$ cat config.mk
export PLATFORM = sky130hd
export DESIGN_NAME = windowed_wdog
export DESIGN_NICKNAME = d
export VERILOG_FILES = /design/src/rtl/wdg_pkg.sv /design/src/rtl/wdg_keyseq.sv /design/src/rtl/wdg_counter.sv /design/src/rtl/wdg_regs.sv /design/src/rtl/windowed_wdog.sv
export SDC_FILE = /design/constraint.sdc
export NUM_CORES = 1
export LEC_CHECK = 0
export ABC_AREA = 0
export CAP_MARGIN = 20
export CORE_MARGIN = 5
export CORE_UTILIZATION = 35
export CTS_CLUSTER_DIAMETER = 200
export DETAILED_ROUTE_END_ITERATION = 10
export SLEW_MARGIN = 15
export SYNTH_ARGS = -nofsm -noshare
export SYNTH_HDL_FRONTEND = slang
export SYNTH_SLANG_ARGS = --single-unit
$ cat constraint.sdc
create_clock -name clk -period 10.05 [get_ports clk]
set_input_delay 2.01 -clock clk [delete_from_list [all_inputs] [get_ports clk]]
set_output_delay 2.01 -clock clk [all_outputs]
set_load 0.03 [all_outputs]
$ cat src/rtl/wdg_pkg.sv
package wdg_pkg;

   localparam logic [7:0] OFS_CTRL = 8'h90;
   localparam logic [7:0] OFS_LOAD = 8'h94;
   localparam logic [7:0] OFS_STAT = 8'h98;
   localparam logic [7:0] OFS_KEY  = 8'h9C;
   localparam logic [7:0] OFS_CNT  = 8'hA0;
   localparam logic [7:0] OFS_ACT  = 8'hA4;
   localparam logic [7:0] OFS_WIN  = 8'hA8;

   localparam logic [31:0] ARM_WORD = 32'hA98559DA;
   localparam logic [31:0] SVC_A    = 32'h0000E51A;
   localparam logic [31:0] SVC_B    = 32'h0000A35C;

   localparam int          ACT_W   = 4;
   localparam logic [3:0]  ACT_NMI = 4'hA;
   localparam logic [3:0]  ACT_RST = 4'h5;

   localparam int          IDX_W   = 3;
   localparam logic [31:0] WIN_BASE = 32'h5;

   typedef enum logic [0:0] {
      KS_IDLE = 1'b0,
      KS_HALF = 1'b1
   } keyseq_t;

endpackage

$ cat src/rtl/wdg_keyseq.sv
module wdg_keyseq
   import wdg_pkg::*;
(
   input  logic        clk,
   input  logic        rst_n,
   input  logic        key_wr,
   input  logic [31:0] key_data,
   input  logic        win_open,
   output logic        svc_ok,
   output logic        svc_bad
);

   keyseq_t st_q, st_d;
   logic    complete;

   assign complete = key_wr && (st_q == KS_HALF) && (key_data == SVC_B);
   assign svc_ok   = complete && win_open;
   assign svc_bad  = complete && !win_open;

   always_comb begin
      st_d = st_q;
      if (key_wr) begin
         if (key_data == SVC_A) st_d = KS_HALF;
         else                   st_d = KS_IDLE;
      end
   end

   always_ff @(posedge clk or negedge rst_n) begin
      if (!rst_n) st_q <= KS_IDLE;
      else        st_q <= st_d;
   end

endmodule

$ cat src/rtl/wdg_counter.sv
module wdg_counter
   import wdg_pkg::*;
#(
   parameter int LOAD_W    = 12,
   parameter int SHIFT     = 13,
   parameter int WIN_STEPS = 6,
   localparam int CNT_W    = LOAD_W + SHIFT,
   localparam int NSLOT    = 1 << IDX_W
) (
   input  logic              clk,
   input  logic              rst_n,
   input  logic              armed,
   input  logic [LOAD_W-1:0] load,
   input  logic [IDX_W-1:0]  win_idx,
   input  logic              reload_req,
   output logic [CNT_W-1:0]  cnt,
   output logic [CNT_W-1:0]  reload_val,
   output logic              win_open,
   output logic              at_zero
);

   localparam logic [CNT_W-1:0] RST_CNT = {{LOAD_W{1'b1}}, {SHIFT{1'b0}}};

   logic [CNT_W-1:0] thr [NSLOT];

   assign reload_val = {load, {SHIFT{1'b0}}};
   assign at_zero    = (cnt == '0);

   for (genvar k = 0; k < NSLOT; k++) begin : g_thr
      if (k < WIN_STEPS) begin : g_used
         assign thr[k] = reload_val >> k;
      end else begin : g_unused
         assign thr[k] = '0;
      end
   end

   assign win_open = (win_idx == '0) ? 1'b1 : (cnt < thr[win_idx]);

   always_ff @(posedge clk or negedge rst_n) begin
      if (!rst_n)          cnt <= RST_CNT;
      else if (!armed)     cnt <= reload_val;
      else if (reload_req) cnt <= reload_val;
      else if (!at_zero)   cnt <= cnt - 1'b1;
   end

endmodule

$ cat src/rtl/wdg_regs.sv
module wdg_regs
   import wdg_pkg::*;
#(
   parameter int LOAD_W    = 12,
   parameter int WIN_STEPS = 6,
   parameter int CNT_W     = 25
) (
   input  logic              clk,
   input  logic              rst_n,
   input  logic              bus_wr,
   input  logic [7:0]        bus_addr,
   input  logic [31:0]       bus_wdata,
   input  logic [CNT_W-1:0]  cnt,
   input  logic              set_expire,
   input  logic              set_viol,
   output logic [31:0]       bus_rdata,
   output logic              armed,
   output logic [LOAD_W-1:0] load,
   output logic [ACT_W-1:0]  act,
   output logic [IDX_W-1:0]  win_idx,
   output logic [1:0]        stat,
   output logic              key_wr
);

   logic             cfg_wr;
   logic [IDX_W-1:0] win_dec;
   logic [1:0]       stat_clr;

   assign cfg_wr = bus_wr && !armed;
   assign key_wr = bus_wr && armed && (bus_addr == OFS_KEY);

   always_comb begin
      win_dec = '0;
      for (int k = 1; k < WIN_STEPS; k++) begin
         if (bus_wdata == (WIN_BASE << (4 * k))) win_dec = IDX_W'(k);
      end
   end

   always_ff @(posedge clk or negedge rst_n) begin
      if (!rst_n) begin
         armed   <= 1'b0;
         load    <= '1;
         act     <= ACT_RST;
         win_idx <= '0;
      end else if (cfg_wr) begin
         case (bus_addr)
            OFS_CTRL: armed   <= (bus_wdata == ARM_WORD);
            OFS_LOAD: load    <= bus_wdata[LOAD_W-1:0];
            OFS_ACT:  act     <= bus_wdata[ACT_W-1:0];
            OFS_WIN:  win_idx <= win_dec;
            default:  ;
         endcase
      end
   end

   assign stat_clr = (bus_wr && bus_addr == OFS_STAT) ? bus_wdata[1:0] : 2'b00;

   always_ff @(posedge clk or negedge rst_n) begin
      if (!rst_n) stat <= 2'b00;
      else        stat <= (stat & ~stat_clr) | {set_viol, set_expire};
   end

   always_comb begin
      case (bus_addr)
         OFS_CTRL: bus_rdata = armed ? ARM_WORD : 32'h0;
         OFS_LOAD: bus_rdata = 32'(load);
         OFS_STAT: bus_rdata = {30'h0, stat};
         OFS_CNT:  bus_rdata = 32'(cnt);
         OFS_ACT:  bus_rdata = 32'(act);
         OFS_WIN:  bus_rdata = WIN_BASE << (4 * win_idx);
         default:  bus_rdata = 32'h0;
      endcase
   end

endmodule

$ cat src/rtl/windowed_wdog.sv
module windowed_wdog
   import wdg_pkg::*;
#(
   parameter int LOAD_W    = 12,
   parameter int SHIFT     = 13,
   parameter int WIN_STEPS = 6
) (
   input  logic        clk,
   input  logic        rst_n,
   input  logic        bus_wr,
   input  logic [7:0]  bus_addr,
   input  logic [31:0] bus_wdata,
   output logic [31:0] bus_rdata,
   output logic        react_rst,
   output logic        react_nmi
);

   localparam int CNT_W = LOAD_W + SHIFT;

   if (CNT_W > 32 || LOAD_W < 1 || SHIFT < 0) begin : g_bad_width
      $error("windowed_wdog: LOAD_W + SHIFT must lie within 1..32");
   end
   if (WIN_STEPS < 1 || WIN_STEPS > (1 << IDX_W)) begin : g_bad_steps
      $error("windowed_wdog: WIN_STEPS must lie within 1..8");
   end

   logic              arm_q;
   logic [LOAD_W-1:0] load_q;
   logic [ACT_W-1:0]  act_q;
   logic [IDX_W-1:0]  win_idx;
   logic [1:0]        stat_q;
   logic              key_wr;
   logic [CNT_W-1:0]  cnt_q;
   logic [CNT_W-1:0]  reload_val;
   logic              win_open;
   logic              at_zero;
   logic              svc_ok;
   logic              svc_bad;
   logic              fault;

   wdg_regs #(
      .LOAD_W    (LOAD_W),
      .WIN_STEPS (WIN_STEPS),
      .CNT_W     (CNT_W)
   ) u_regs (
      .clk        (clk),
      .rst_n      (rst_n),
      .bus_wr     (bus_wr),
      .bus_addr   (bus_addr),
      .bus_wdata  (bus_wdata),
      .cnt        (cnt_q),
      .set_expire (arm_q && at_zero),
      .set_viol   (svc_bad),
      .bus_rdata  (bus_rdata),
      .armed      (arm_q),
      .load       (load_q),
      .act        (act_q),
      .win_idx    (win_idx),
      .stat       (stat_q),
      .key_wr     (key_wr)
   );

   wdg_counter #(
      .LOAD_W    (LOAD_W),
      .SHIFT     (SHIFT),
      .WIN_STEPS (WIN_STEPS)
   ) u_cnt (
      .clk        (clk),
      .rst_n      (rst_n),
      .armed      (arm_q),
      .load       (load_q),
      .win_idx    (win_idx),
      .reload_req (svc_ok),
      .cnt        (cnt_q),
      .reload_val (reload_val),
      .win_open   (win_open),
      .at_zero    (at_zero)
   );

   wdg_keyseq u_key (
      .clk      (clk),
      .rst_n    (rst_n),
      .key_wr   (key_wr),
      .key_data (bus_wdata),
      .win_open (win_open),
      .svc_ok   (svc_ok),
      .svc_bad  (svc_bad)
   );

   assign fault     = |stat_q;
   assign react_nmi = fault && (act_q == ACT_NMI);
   assign react_rst = fault && (act_q != ACT_NMI);

endmodule

==> summary.txt, run 1 <==
CTS
  • Hold buffer count at CTS: 0
  • CTS tree: built
  • Post-CTS Setup Bufs: 0
  • # resized after CTS: 0
  • Root Driver: clkbuf_8
  • Clk sinks: 48
  • Clock buffer count from CTS: 5
  • Clk_lat worst skew: 0.31 ns
  • Clock edge transition at the registers on the reported setup and hold paths: 0.09 ns
  • H-tree levels: 2
  • Clock Path Buffers: 2

STA
  • Post-route setup TNS: 0 ns
  • Max Slew Vio Count: 0
  • Clock Skews: between 0.015 and 0.02 ns
  • Headroom to the max-slew limit: 45.2%
  • Final setup viols: 0
  • Slew @ Worst Pin: 0.820 ns
  • Achievable frequency: 144 MHz
  • RSZ-0062 raised after global routing: false
  • Period minus WS final: about 7 ns
  • Final Hold Vio Count: 0
  • Fin crit share: 68.9%

Critical path
  • FF-to-FF End: u_cnt.cnt[16]$_DFFE_PN1P_
  • Worst reg2reg path startpoint: u_regs.win_idx[0]$_DFFE_PN0P_
  • Crit path launch: bus_addr[6]
  • Reg2reg setup slack: between 6 and 7 ns
  • Critical path destination: bus_rdata[4]
  • Critical Path RT: 8.04 ns
  • CP Class: in -> out
  • CP max FO: 5
  • CP endpoint kind: output port
  • Crit path launch type: primary input
  • R2R depth: 12
  • Worst EP arrival: 4.92 ns

Floorplan
  • Core area: 10900 um2
  • Die Ht: 116 um
  • Die area: between 10000 and 15000 um2
  • Initial core utilization: 35.9%
  • Die Span X: around 120 um
  • I/O Pins: 77
  • FP Rows: 38

Placed design
  • GPL Wtd Cong: between 0.9 and 1
  • Final HPWL DP: ~9500 um
  • Number of port buffers: 75

Yosys
  • Synthesized cell area: about 4000 um2
  • Cells after synthesis: 448
  • XOR/XNOR Fraction of Synth Area: under 10%
  • #FFs+latches synth: 48
  • Post-Synth Adder-Cell Area: 5.44%
  • Avg Cell Area, Syn: 8.72 um2
  • Synth Flop Type: dfstp_2
  • Post-Synth Simple-Gate Area: 28.4%
  • Synth async-reset ratio: 100%
  • Largest family of logic cells by synthesized area: simple AND/OR/NAND/NOR gates
  • Post-synthesis compound-gate area fraction: 15.7%
  • Mux cell area share after synthesis: 11.7%
  • Post-synth EDFFs: 0
  • Syn Nets: 508
  • Sequential area share after synthesis: 31.6%
  • Synth cell types: 63
  • Syn. warnings: 0

Route
  • Detailed Routing Iterations Pass 1: 5
  • Routed Wire Length: 12200 um
  • DRT iter0 DRCs: 345
  • Drt wl/cell: 18.7 um
  • Via-to-Cell Ratio: 5.67
  • Vias: approximately 3700
  • Drt drc: 0
  • DRT antenna net count: 0

Power and ir drop
  • P_int: approximately 0.00031 W
  • Net Sw Frac: approximately 32%
  • Psw: 0.000149 W
  • Tot Pwr: 0.000461 W
  • Static Leakage: 1.97 nW
  • VDD IR-drop max: 0.0000525 V
  • Clk pwr share: 25.2%
  • Sequential fraction of design power: 46.8%
  • Pwr/cell area: roughly 96 nW/um2
  • Comb pwr share: 28.0%

Flow run
  • Max_cap viols: 0

Global routing
  • Vias in the first global route: approximately 3700
  • Remaining global-route overflow: 0
  • Initial antenna violation count: 0
  • Largest net degree at the start of global routing: 49
  • Gr usage total: 18.7%
  • Global-route wire length before repair: between 15000 and 20000 um

Worst hold path
  • Hold WC Path Type: reg -> reg

Final layout
  • Fin nets: 569
  • # diodes: 0
  • Layout cells sized above 1: 15.3%
  • Area grow syn2layout: 23.3%

Status
  • Status: completed
[power groups by stage]
stage	clock network [W]	registers, W	logic (W)
after detailed placement	0	0.000219	0.000129
after global placement	0	0.000219	0.000127
after CTS	0.000119	0.000215	0.000129
after floorplan	0	0.000211	0.0000903
final	0.000116	0.000216	0.000129
after global routing	0.000130	0.000217	0.000144
[cell families after synthesis]
logic type      Yosys count
simple gates            210
xor+xnor                 15
buf+inv                  30
compound gates           87
flops                    48
fa+ha+maj                17
mux                      40
other cells               1
[synthesized netlist by cell type (all sizes together), types with 2 or more instances]
library cell / number / area share, %
dfrtp: 22 / 14
mux2: 31 / 9.4
o31ai: 13 / 2.8
nand3: 13 / 1.8
nor2: 55 / 5.3
and3: 4 / 0.64
nor4: 13 / 2.6
xor2: 4 / 0.90
nor4bb: 4 / 1.0
dfstp: 26 / 17
a21oi: 22 / 2.8
a211oi: 2 / 0.38
ha: 17 / 5.4
nor3b: 4 / 0.77
clkbuf: 11 / 1.1
and2: 8 / 1.3
mux2i: 9 / 2.3
a22oi: 6 / 1.2
inv: 5 / 0.48
and4: 2 / 0.45
nor2b: 5 / 0.80
a21boi: 2 / 0.38
or2: 2 / 0.32
o211ai: 2 / 0.38
xnor2: 11 / 2.5
a21o: 5 / 0.96
o21ai: 18 / 2.3
nor3: 23 / 3.1
a22o: 3 / 0.67
clkinv: 2 / 0.19
and3b: 3 / 0.67
or4: 3 / 0.58
nand4: 14 / 2.2
nand2: 43 / 4.1
buf: 12 / 2.0
a221o: 5 / 1.3
a31oi: 2 / 0.32
or3: 3 / 0.48
nand2b: 6 / 1.0
[worst min-delay path by stage]
stage	start	to	slack, ns	depth (start not counted)
final	u_key.st_q$_DFFE_PN0P_	u_key.st_q$_DFFE_PN0P_	0.50	2
after global routing	u_key.st_q$_DFFE_PN0P_	u_key.st_q$_DFFE_PN0P_	0.52	2
after CTS	u_key.st_q$_DFFE_PN0P_	u_key.st_q$_DFFE_PN0P_	0.49	2
after detailed placement	u_key.st_q$_DFFE_PN0P_	u_key.st_q$_DFFE_PN0P_	0.47	2
after global placement	u_key.st_q$_DFFE_PN0P_	u_key.st_q$_DFFE_PN0P_	0.46	2
after floorplan	u_key.st_q$_DFFE_PN0P_	u_key.st_q$_DFFE_PN0P_	0.44	2
[cells in the final DEF (no fill, tap or decap), types with 3 or more instances in the layout]
cell	n
nand2b_1	5
nor2_1	55
nand2_1	43
a22oi_1	6
dfrtp_1	22
mux2_2	26
o31ai_1	12
ha_1	17
inv_1	5
and2_1	8
nor3b_1	3
nor2b_1	5
clkbuf_8	5
a21o_1	5
nor4bb_1	4
nand4_1	14
clkdlybuf4s50_1	74
buf_4	3
and3_1	4
dfstp_2	26
xnor2_1	11
a21oi_1	22
and3b_1	3
nor4_1	11
mux2i_1	9
a221o_1	5
mux2_4	5
a22o_1	3
o21ai_0	18
or4_1	3
nand3_1	12
xor2_1	4
or3_1	3
nor3_1	22
[area by class of cell]
| cell class | instances | area [um2] |
|---|---|---|
| clock buffer | 6 | 72.6 |
| sequential | 48 | 1230 |
| timing repair buffer | 77 | 763 |
| fill | 1086 | 6070 |
| clock inverter | 2 | 12.5 |
| inverter | 7 | 26.3 |
| multi-input combinational | 370 | 2530 |
| tap | 140 | 175 |
[worst max-delay path, cell delays in order]
cell and delay, ns:
clkdlybuf4s50_1 0.41, nand4bb_1 0.29, nor3_1 0.61, nand2_1 0.24, o31ai_1 0.49, a221o_1 0.19
clkdlybuf4s50_1 0.67
[metal layers]
metal  GRT usage (%)  part of all wire [%]
met1            25.4                    46
met2            30.1                    46
met3            3.81                   6.2
met4            5.96                   2.1
met5               0                     0
[flip-flops by register name, indices dropped and copies added, names as in the netlist]
register / flops
u_cnt.cnt: 25
u_key.st_q: 1
u_regs.act: 4
u_regs.armed: 1
u_regs.load: 12
u_regs.stat: 2
u_regs.win_idx: 3
[through the flow]
stage / instances / util [%] / setup slack, ns / instance area, um2 / hold slack [ns]
after CTS: 650 / 44.2 / 3.16 / 4820 / 0.493
after detailed placement: 642 / 43.4 / 3.16 / 4730 / 0.465
after global routing: 650 / 44.3 / 2.93 / 4820 / 0.518
after floorplan: 448 / - / 4.50 / 3910 / 0.440
after global placement: 642 / 43.4 / 3.30 / 4730 / 0.462
final: 650 / 44.3 / 3.12 / 4820 / 0.501
Note: power is estimated with default switching activity, not from simulation.
==> run 2: changes to the inputs <==
Clock period 10.05 ns to 5.8 ns, I/O delays scaled along.
==> summary.txt, run 2 (synthesized netlist as in run 1, its figures left out) <==
Status
  • Status: completed (unchanged)

Route
  • Vias: 3759 (was 3685)
  • DRT antenna net count: 0 (unchanged)
  • Routed Wire Length: 12200 um (about the same)
  • Detailed Routing Iterations Pass 1: 5 (unchanged)
  • Drt drc: 0 (unchanged)
  • DRT iter0 DRCs: 383 (was 345)
  • Drt wl/cell: 18.7 um (about the same)
  • Via-to-Cell Ratio: 5.77 (was 5.67)

Final layout
  • Regs by FF count: u_cnt.cnt x25, u_regs.load x12, u_regs.act x4 (unchanged)
  • Area grow syn2layout: 24.1% (was 23.3%)
  • Register bank with the most flops: u_cnt.cnt (unchanged)
  • Largest register FFs: 25 (unchanged)
  • Commonest non-fill, non-tap cell in the layout: clkdlybuf4s50_1 (unchanged)
  • Layout cells sized above 1: 15.5% (was 15.3%)
  • Most frequent cells in the layout: 74 x clkdlybuf4s50_1, 55 x nor2_1, 43 x nand2_1 (unchanged)
  • # diodes: 0 (unchanged)
  • Final std cells w/o fill: 651 (was 650)
  • Fin nets: 570 (was 569)
  • Final Util: 44.5% (was 44.3%)

STA
  • Final Hold Vio Count: 0 (unchanged)
  • Final setup viols: 0 (unchanged)
  • Headroom to the max-slew limit: 27.3% (was 45.2%)
  • Post-route setup TNS: 0 ns (unchanged)
  • RSZ-0062 raised after global routing: false (unchanged)
  • Achievable frequency: 202 MHz
  • Clock Skews: 0.0160 ns (was 0.0176 ns)
  • Max Slew Vio Count: 0 (unchanged)
  • Fin crit share: 85.3%
  • Slew @ Worst Pin: 1.09 ns (was 0.820 ns)
  • Period minus WS final: around 5 ns

CTS
  • H-tree levels: 2 (unchanged)
  • Clk_lat worst skew: 0.31 ns (about the same)
  • Hold buffer count at CTS: 0 (unchanged)
  • Clk sinks: 48 (unchanged)
  • Clock buffer count from CTS: 5 (unchanged)
  • # resized after CTS: 0 (unchanged)
  • Clock edge transition at the registers on the reported setup and hold paths: 0.09 ns (about the same)
  • Root Driver: clkbuf_8 (unchanged)
  • Clock Path Buffers: 2 (unchanged)
  • CTS tree: built (unchanged)
  • Post-CTS Setup Bufs: 0 (unchanged)

Power and ir drop
  • VDD IR-drop max: 0.000116 V (was 0.0000525 V)
  • Psw: 0.000256 W (was 0.000149 W)
  • P_int: 0.000584 W (was 0.000312 W)
  • Pwr/cell area: 173 nW/um2 (was 95.6 nW/um2)
  • Net Sw Frac: 30.5% (was 32.4%)
  • Clk pwr share: 29.0% (was 25.2%)
  • Static Leakage: 1.99 nW (was 1.97 nW)
  • Tot Pwr: 0.000840 W (was 0.000461 W)
  • Comb pwr share: 26.5% (was 28.0%)
  • Sequential fraction of design power: 44.5% (was 46.8%)

Critical path
  • CP Class: in -> out (unchanged)
  • Crit path launch type: primary input (unchanged)
  • CP max FO: 10 (was 5)
  • Critical Path RT: 4.64 ns (was 8.04 ns)
  • Worst EP arrival: 3.79 ns (was 4.92 ns)
  • Cell breakdown of the critical path: clkdlybuf4s50_1, and4bb_2, and3b_1, nand2_1, clkinv_1, a21oi_1, nand2_1, clkdlybuf4s50_1 (was clkdlybuf4s50_1, nand4bb_1, nor3_1, nand2_1, o31ai_1, a221o_1, clkdlybuf4s50_1)
  • Buf+Inv Stages, Crit Path: 3 (was 2)
  • CP endpoint kind: output port (unchanged)
  • CP max stage delay: 0.61 ns (was 0.67 ns)
  • Max stage delay cell, worst path: clkdlybuf4s50_1 (unchanged)
  • CP top delay family: buffers and inverters (was simple AND/OR/NAND/NOR gates)

Placed design
  • GPL Wtd Cong: 0.865 (was 0.919)
  • Final HPWL DP: 9560 um (was 9460 um)
  • Dpl cells: 643 (was 642)
  • Number of port buffers: 75 (unchanged)

Floorplan
  • Die area: 13400 um2 (unchanged)
  • Initial core utilization: 35.9% (unchanged)
  • Core area: 10900 um2 (unchanged)
  • I/O Pins: 77 (unchanged)
  • Die Ht: 116 um (unchanged)
  • Die Span X: 116 um (unchanged)
  • FP Rows: 38 (unchanged)

Global routing
  • Initial antenna violation count: 0 (unchanged)
  • Global-route wire length before repair: 20100 um (was 19700 um)
  • Vias in the first global route: 3810 (was 3745)
  • Gr usage total: 18.9% (was 18.7%)
  • Largest net degree at the start of global routing: 49 (unchanged)
  • Remaining global-route overflow: 0 (unchanged)

Flow run
  • Max_cap viols: 0 (unchanged)

Worst hold path
  • Hold WC Path Type: reg -> reg (unchanged)
[run 2: cell count changes in the layout (fill, tap and decap cells not counted), sizes merged]
cell,delta
clkinvlp,-1
buf,+1
bufinv,+1
[run 2: routing by layer]
| metal | routed length (um) | track usage (%) | up-vias |
|---|---|---|---|
| met1 | 5320 | 25.9 | 1800 |
| li1 | - | - | 1784 |
| met4 | 137 | 4.64 | 0 |
| met2 | 5780 | 30.4 | 164 |
| met5 | 0 | 0 | - |
| met3 | 944 | 4.28 | 11 |
[run 2: stage by stage]
| step | hold WS [ns] | area, um2 | worst slack, ns |
|---|---|---|---|
| floorplan | 0.440 | 3910 | 1.95 |
| global placement | 0.461 | 4740 | 0.898 |
| detailed placement | 0.470 | 4740 | 0.891 |
| CTS | 0.492 | 4850 | 0.879 |
| global route | 0.508 | 4850 | 0.700 |
| finish | 0.497 | 4850 | 0.852 |
[run 2: area by class of cell]
| cell class | count | area [um2] |
|---|---|---|
| Multi-Input combinational cell | 370 | 2530 |
| Timing Repair Buffer | 78 | 771 |
| Inverter | 7 | 26.3 |
| Fill cell | 1098 | 6040 |
| Clock inverter | 2 | 35.0 |
| Sequential cell | 48 | 1230 |
| Clock buffer | 6 | 72.6 |
| Tap cell | 140 | 175 |
[run 2: worst register-to-register path, stage by stage, from the launching register on]
cell and delay [ns]:
dfrtp_1 0.87, mux2_2 0.45, a21oi_1 0.15, nor2_1 0.05
a21oi_1 0.19, ha_1 0.28, nand4_1 0.19, nor2_1 0.06
a21oi_1 0.23, o41ai_4 0.15, o31ai_4 0.95, buf_4 0.30
nor3_1 0.06
[run 2: path summary, 6_finish.rpt]
check,cells past startpoint,end,from,slack [ns]
hold / removal,2,u_key.st_q$_DFFE_PN0P_,u_key.st_q$_DFFE_PN0P_,0.50
setup / recovery,8,bus_rdata[16],bus_addr[6],0.85
max in group asynchronous,1,u_regs.win_idx[2]$_DFFE_PN0P_,rst_n,4.51
min in group asynchronous,1,u_cnt.cnt[4]$_DFFE_PN0P_,rst_n,0.85
hold reg to reg,2,u_key.st_q$_DFFE_PN0P_,u_key.st_q$_DFFE_PN0P_,0.50
setup reg to reg,12,u_cnt.cnt[4]$_DFFE_PN0P_,u_regs.win_idx[0]$_DFFE_PN0P_,1.75
[run 2: power by group through the flow]
stage	combinational (W)	sequential (W)	clock [W]
2_1_floorplan	0.000157	0.000366	0
3_3_place_gp	0.000219	0.000379	0
3_5_place_dp	0.000223	0.000379	0
4_1_cts	0.000223	0.000374	0.000247
5_1_grt	0.000247	0.000376	0.000263
6_report	0.000223	0.000374	0.000243
